## src/rtl/pwrbtn_pkg.sv

```systemverilog
package pwrbtn_pkg;
  typedef enum logic [1:0] {
    EV_NONE     = 2'd0,
    EV_SLEEP    = 2'd1,
    EV_WAKE     = 2'd2,
    EV_OVERRIDE = 2'd3
  } pwrbtn_ev_e;
endpackage

```

## src/rtl/pwrbtn_sync.sv

```systemverilog
module pwrbtn_sync #(
  parameter int unsigned STAGES = 2
) (
  input  logic clk_i,
  input  logic rst_ni,
  input  logic d_i,
  output logic q_o
);
  logic [STAGES-1:0] stage_q;

  generate
    for (genvar i = 0; i < STAGES; i++) begin : g_stage
      always_ff @(posedge clk_i or negedge rst_ni) begin
        if (!rst_ni) stage_q[i] <= 1'b1;  // idle high
        else if (i == 0) stage_q[i] <= d_i;
        else stage_q[i] <= stage_q[(i == 0) ? 0 : i-1];
      end
    end
  endgenerate

  assign q_o = stage_q[STAGES-1];
endmodule

```

## src/rtl/pwrbtn_debounce.sv

```systemverilog
module pwrbtn_debounce #(
  parameter int unsigned DEB_CYCLES = 8
) (
  input  logic clk_i,
  input  logic rst_ni,
  input  logic btn_sync_i,
  output logic pressed_o,
  output logic press_edge_o
);
  localparam int unsigned CW = $clog2(DEB_CYCLES + 1);
  localparam logic [CW-1:0] LIM = CW'(DEB_CYCLES - 1);

  logic          lvl_q;
  logic [CW-1:0] cnt_q;
  logic          edge_q;

  always_ff @(posedge clk_i or negedge rst_ni) begin
    if (!rst_ni) begin
      lvl_q  <= 1'b1;
      cnt_q  <= '0;
      edge_q <= 1'b0;
    end else begin
      edge_q <= 1'b0;
      if (btn_sync_i == lvl_q) begin
        cnt_q <= '0;
      end else if (cnt_q == LIM) begin
        lvl_q  <= btn_sync_i;
        cnt_q  <= '0;
        edge_q <= ~btn_sync_i;
      end else begin
        cnt_q <= cnt_q + 1'b1;
      end
    end
  end

  assign pressed_o    = ~lvl_q;
  assign press_edge_o = edge_q;

  assert_level_after_window_R2: assert property (@(posedge clk_i) disable iff (!rst_ni)
    (lvl_q != $past(lvl_q)) |-> ($past(cnt_q) == LIM && $past(btn_sync_i) == lvl_q));
endmodule

```

## src/rtl/pwrbtn_hold.sv

```systemverilog
module pwrbtn_hold #(
  parameter int unsigned HOLD_CYCLES = 64
) (
  input  logic clk_i,
  input  logic rst_ni,
  input  logic pressed_i,
  output logic override_o
);
  localparam int unsigned HW = $clog2(HOLD_CYCLES + 1);
  localparam logic [HW-1:0] HLIM = HW'(HOLD_CYCLES - 1);

  logic [HW-1:0] hcnt_q;
  logic          fired_q;
  logic          ovr_q;

  always_ff @(posedge clk_i or negedge rst_ni) begin
    if (!rst_ni) begin
      hcnt_q  <= '0;
      fired_q <= 1'b0;
      ovr_q   <= 1'b0;
    end else begin
      ovr_q <= 1'b0;
      if (!pressed_i) begin
        hcnt_q  <= '0;
        fired_q <= 1'b0;
      end else if (!fired_q) begin
        if (hcnt_q == HLIM) begin
          ovr_q   <= 1'b1;
          fired_q <= 1'b1;
        end else begin
          hcnt_q <= hcnt_q + 1'b1;
        end
      end
    end
  end

  assign override_o = ovr_q;

  assert_override_only_held_R5: assert property (@(posedge clk_i) disable iff (!rst_ni)
    override_o |-> $past(pressed_i));
  assert_single_override_R6: assert property (@(posedge clk_i) disable iff (!rst_ni)
    override_o |=> !override_o);
endmodule

```

## src/rtl/pwrbtn_ctrl.sv

```systemverilog
module pwrbtn_ctrl
  import pwrbtn_pkg::*;
#(
  parameter int unsigned SYNC_STAGES = 2,
  parameter int unsigned DEB_CYCLES  = 8,
  parameter int unsigned HOLD_CYCLES = 64
) (
  input  logic clk_i,
  input  logic rst_ni,
  input  logic btn_ni,
  input  logic sleeping_i,
  output logic sleep_req_o,
  output logic wake_o,
  output logic override_o
);
  logic btn_sync, pressed, press_edge, ovr;
  pwrbtn_ev_e ev;

  pwrbtn_sync #(.STAGES(SYNC_STAGES)) u_sync (
    .clk_i(clk_i), .rst_ni(rst_ni), .d_i(btn_ni), .q_o(btn_sync));

  pwrbtn_debounce #(.DEB_CYCLES(DEB_CYCLES)) u_deb (
    .clk_i(clk_i), .rst_ni(rst_ni), .btn_sync_i(btn_sync),
    .pressed_o(pressed), .press_edge_o(press_edge));

  pwrbtn_hold #(.HOLD_CYCLES(HOLD_CYCLES)) u_hold (
    .clk_i(clk_i), .rst_ni(rst_ni), .pressed_i(pressed), .override_o(ovr));

  always_comb begin
    ev = EV_NONE;
    if (ovr)             ev = EV_OVERRIDE;
    else if (press_edge) ev = sleeping_i ? EV_WAKE : EV_SLEEP;
  end

  assign sleep_req_o = (ev == EV_SLEEP);
  assign wake_o      = (ev == EV_WAKE);
  assign override_o  = (ev == EV_OVERRIDE);

  assert_outputs_exclusive_R7: assert property (@(posedge clk_i) disable iff (!rst_ni)
    $onehot0({sleep_req_o, wake_o, override_o}));
  assert_sleep_pulse_R3: assert property (@(posedge clk_i) disable iff (!rst_ni)
    sleep_req_o |=> !sleep_req_o);
  assert_wake_pulse_R4: assert property (@(posedge clk_i) disable iff (!rst_ni)
    wake_o |=> !wake_o);
  assert_reset_quiet_R1: assert property (@(posedge clk_i)
    !rst_ni |-> !(sleep_req_o || wake_o || override_o));
endmodule

```

## config.mk

```make
export PLATFORM = sky130hd
export DESIGN_NAME = pwrbtn_ctrl
export DESIGN_NICKNAME = d
export VERILOG_FILES = /design/src/rtl/pwrbtn_pkg.sv /design/src/rtl/pwrbtn_sync.sv /design/src/rtl/pwrbtn_debounce.sv /design/src/rtl/pwrbtn_hold.sv /design/src/rtl/pwrbtn_ctrl.sv
export SDC_FILE = /design/constraint.sdc
export NUM_CORES = 1
export LEC_CHECK = 0
export ABC_AREA = 1
export BUFFER_PORTS_ARGS = -buffer_cell sky130_fd_sc_hd__buf_2
export CAP_MARGIN = 5
export CORE_UTILIZATION = 50
export CTS_CLUSTER_DIAMETER = 60
export CTS_CLUSTER_SIZE = 28
export DETAILED_ROUTE_END_ITERATION = 7
export PLACE_DENSITY = 0.69
export SYNTH_ARGS = -nofsm -noshare
export SYNTH_HDL_FRONTEND = slang
export SYNTH_SLANG_ARGS = --single-unit
```

## constraint.sdc

```tcl
create_clock -name clk_i -period 1.65 [get_ports clk_i]
set_input_delay 0.2475 -clock clk_i [delete_from_list [all_inputs] [get_ports clk_i]]
set_output_delay 0.2475 -clock clk_i [all_outputs]
set_load 0.02 [all_outputs]
```

==> results list <==
* Post_cts resized: 0
- The run finished with clean final reports.
* Final Skew: 0.00444 ns
- At the pin with the least slew margin, the transition time is 0.367 ns.
- Mean instance size in the synthesized netlist: 8.44 µm²
- Slowest stage cell, crit path: dfrtp_1
- Counting instances in the post-synthesis netlist gives the leading cell types as 24 x nand2_1, 14 x dfrtp_1, 12 x nor2_1.
* Worst endpoint data arrival time: 1.06 ns
* Layout area overhead: 9.53%
- Fmax: 0.763 GHz
- Num ports: 7
- After the first detailed-routing iteration, the DRC count stood at 5.
* Endpoint of the worst hold path: u_sync.stage_q[0]$_DFF_PN1_
* Overall Power: 1.50 mW
- Post-route minimum period: 1.31 ns
* Setup CP Type: register to output port
* Post-route setup slack: 0.339 ns
- Endpoint of the lowest-slack register-to-register path: u_hold.hcnt_q[4]$_DFFE_PN0P_
* Dominant cell by count in the synthesized netlist: nand2_1
- Cells along the critical path: nor3b_1, buf_2
- Overall fraction of global-route tracks in use: 19.4%
* Final setup violation count: 0
- The die covers 0.00182 mm².
- Source of the worst register-to-register timing path: u_hold.hcnt_q[1]$_DFFE_PN0P_
- For this run, asynchronously set or reset flops after synthesis account for 100%.
- Initial standard-cell utilization of the core: 54.3%
- For this design the static power due to leakage is 0.489 nW.
* Clock tree from TritonCTS: built
- Unrepaired setup endpoints after global routing: false
* WL/cell: 11.1 µm
- Measured in cells, the most critical reg-to-reg path has a length of 8.
* Count of flip-flops with a built-in enable after synthesis: 0
* Clock buffers created by TritonCTS: 3
- Cell depth of the worst hold path: 1
- Sinks on the clock net: 17
- After clock tree synthesis, the clock-pin slew on the worst setup and hold paths is 0.10 ns.
- Prior to clock tree synthesis, the placed netlist has a worst setup slack of 0.377 ns.
* Hold-fix buffer count after cts: 1
* Number of standard cells after synthesis: 98
- Final count of hold timing violations: 0
* Total via count in the routed design: 607
- Together, buffers and inverters on the worst path number 1.
- The finished cells cover 906 µm².
* Worst stage delay on the critical path: 0.41 ns
* Min-delay worst type: input pin to register
* Cell type with the largest total area after synthesis: dfrtp_1
- After filler insertion, the fill cell instance count of the layout stands at 133.
- Aggregate global routing overflow: 0
- Max VDD drop: 0.875 mV
* Row Count: 14
- CTS HTree Levels: 1
* Wire length after detailed routing: 1.37 mm
- Deepest clock path buffer count: 2
- Post-route ant nets: 0
- The final critical path takes up 79.5% of the cycle.
* Final #Nets: 114
- Flop2flop setup slack: 0.36 ns
- Insertion delay of the later-clocked pin in the worst-skew pair: 0.30 ns
- Sort of element at the end of the critical path: output port
- Counting distinct cell types in the post-synthesis netlist gives 22.
- Proportion of synthesized chip area in sequential cells: 51.9%
- Post-CTS Setup Inserts: 0
- The number of antenna diodes in the final layout is 0.
- Launching element type of the critical path: register
* Core area: 0.00152 mm²
- The floorplan step set the die width to 42.7 µm.
- Count of synthesis-stage warnings from yosys: 0
- Data required time at the worst endpoint: 1.40 ns
- The count of buffers added on input and output ports is 6.
* Max transition margin: 75.6%
- Top_reg_cell synth: dfrtp_1
- The tree is rooted in a clkbuf_4.
* Weighted congestion at the end of routability-driven global placement: 0.819
- Fraction of final layout cells with drive strength greater than 1: 20.6%
* Final count of pins violating max slew: 0
* DR vias/cell: 4.93
* Power density over the cells: 1660 mW/mm²
- Post-DP HPWL: 963 µm
* Total standard cell area after synthesis: 827 µm²
- Summed over all failing endpoints, the final setup total negative slack is 0 ns.
- Once placement finished, the instance area stood at 866 µm².
- After synthesis the netlist holds a flip-flop and latch count of 17.
- Summed over its instances, the top area cell type makes up 42.4% of the synthesized netlist area.
- First-pass GRT wire length: 2.46 mm
* Largest fanout of any net on the critical path: 3
- Number of max-capacitance violations reported: 0
- Largest net degree at the start of global routing: 18
- Remaining design rule violation count: 0
- HP Start: btn_ni
- The first detailed-routing pass ran for 4 iterations.
- Initial antenna violation count: 0
* Net Count, Synth: 104
- Floorplan die height: 42.7 µm
- Ranked by total cell area, the synthesized netlist is headed by dfrtp_1 42%, nand2_1 11%, dfstp_2 9.5%.
* Number of global-route vias before repair: 580
- Kind of cell with the highest combined delay on the critical path: flip-flops
==> cells by family (layout without fill, tap and decap cells) <==
logic type,Yosys count,count (layout),synth area share [%]
fa+ha+maj,2,2,3.03
xor+xnor,2,2,2.12
simple gates,61,61,34.9
flops,17,17,51.9
compound gates,2,2,1.21
buf+inv,14,23,6.81
==> area by class of cell <==
class                           instances  area, µm²  share of cell area, %
Timing Repair Buffer                    7       40.0                   4.42
Inverter                               12       45.0                   4.97
Clock buffer                            3       22.5                   2.49
Clock inverter                          1       7.51                  0.829
Multi-Input combinational cell         67        342                   37.7
Sequential cell                        17        429                   47.4
Tap cell                               16       20.0                   2.21
==> placed cells by master (no fill, tap or decap) <==
master,n
nand2_1,24
dfrtp_1,14
xnor2_1,1
dfstp_2,3
clkbuf_4,3
o21ai_0,1
nand4_1,1
inv_2,1
nor2_1,12
nand3b_1,2
buf_2,6
or2_2,1
nor3_1,3
nor3b_1,1
clkinvlp_4,1
nand2_2,3
xor2_1,1
inv_1,11
ha_1,2
a21oi_1,1
nand3_1,10
nor2_2,2
dlygate4sd3_1,1
nand2_4,2
==> worst max-delay path by stage <==
stage,from,end,slack [ns],cells after the start
3_5_place_dp,u_hold.hcnt_q[1]$_DFFE_PN0P_,u_hold.hcnt_q[3]$_DFFE_PN0P_,0.38,8
3_3_place_gp,u_hold.hcnt_q[0]$_DFFE_PN0P_,u_hold.hcnt_q[0]$_DFFE_PN0P_,0.42,8
4_1_cts,u_hold.override_o$_DFF_PN0_,sleep_req_o,0.33,2
6_report,u_hold.override_o$_DFF_PN0_,sleep_req_o,0.34,2
5_1_grt,u_hold.hcnt_q[1]$_DFFE_PN0P_,u_hold.hcnt_q[4]$_DFFE_PN0P_,0.23,8
2_1_floorplan,u_hold.override_o$_DFF_PN0_,sleep_req_o,0.51,1
==> report_power, final <==
group	switching [mW]	internal, mW	total (mW)
clock	0.141	0.0925	0.234
combinational	0.362	0.212	0.573
sequential	0.138	0.556	0.693
==> stage by stage <==
step	util [%]	instances	hold slack, ns
final	59.4	123	0.0316
after global routing	59.4	123	0.0159
after CTS	59.4	123	0.0215
after detailed placement	56.8	118	0.183
after global placement	56.8	118	0.180
after floorplan	-	98	-0.0481
==> worst reg2reg max path: stages, from the launching register on <==
cell     delay, ns
dfrtp_1       0.41
ha_1          0.22
nand2_2       0.08
nor2_2        0.11
nand2_2       0.07
nand2_4       0.12
nand2_4       0.07
nand2_1       0.07
nand2_1       0.05
==> sequential cells by signal (all words and copies together) (netlist names) <==
register	count
u_deb.cnt_q	4
u_deb.lvl_q	1
u_deb.press_edge_o	1
u_hold.fired_q	1
u_hold.hcnt_q	7
u_hold.override_o	1
u_sync.q_o	1
u_sync.stage_q	1
==> per-layer routing <==
layer	global-route usage [%]	vias up	wire, µm
li1	-	323	-
met1	26.7	267	716
met2	26.4	12	550
met3	2.55	5	45
met4	16.9	0	57
met5	0	-	0
No activity file was read; power rests on OpenSTA's default activity.
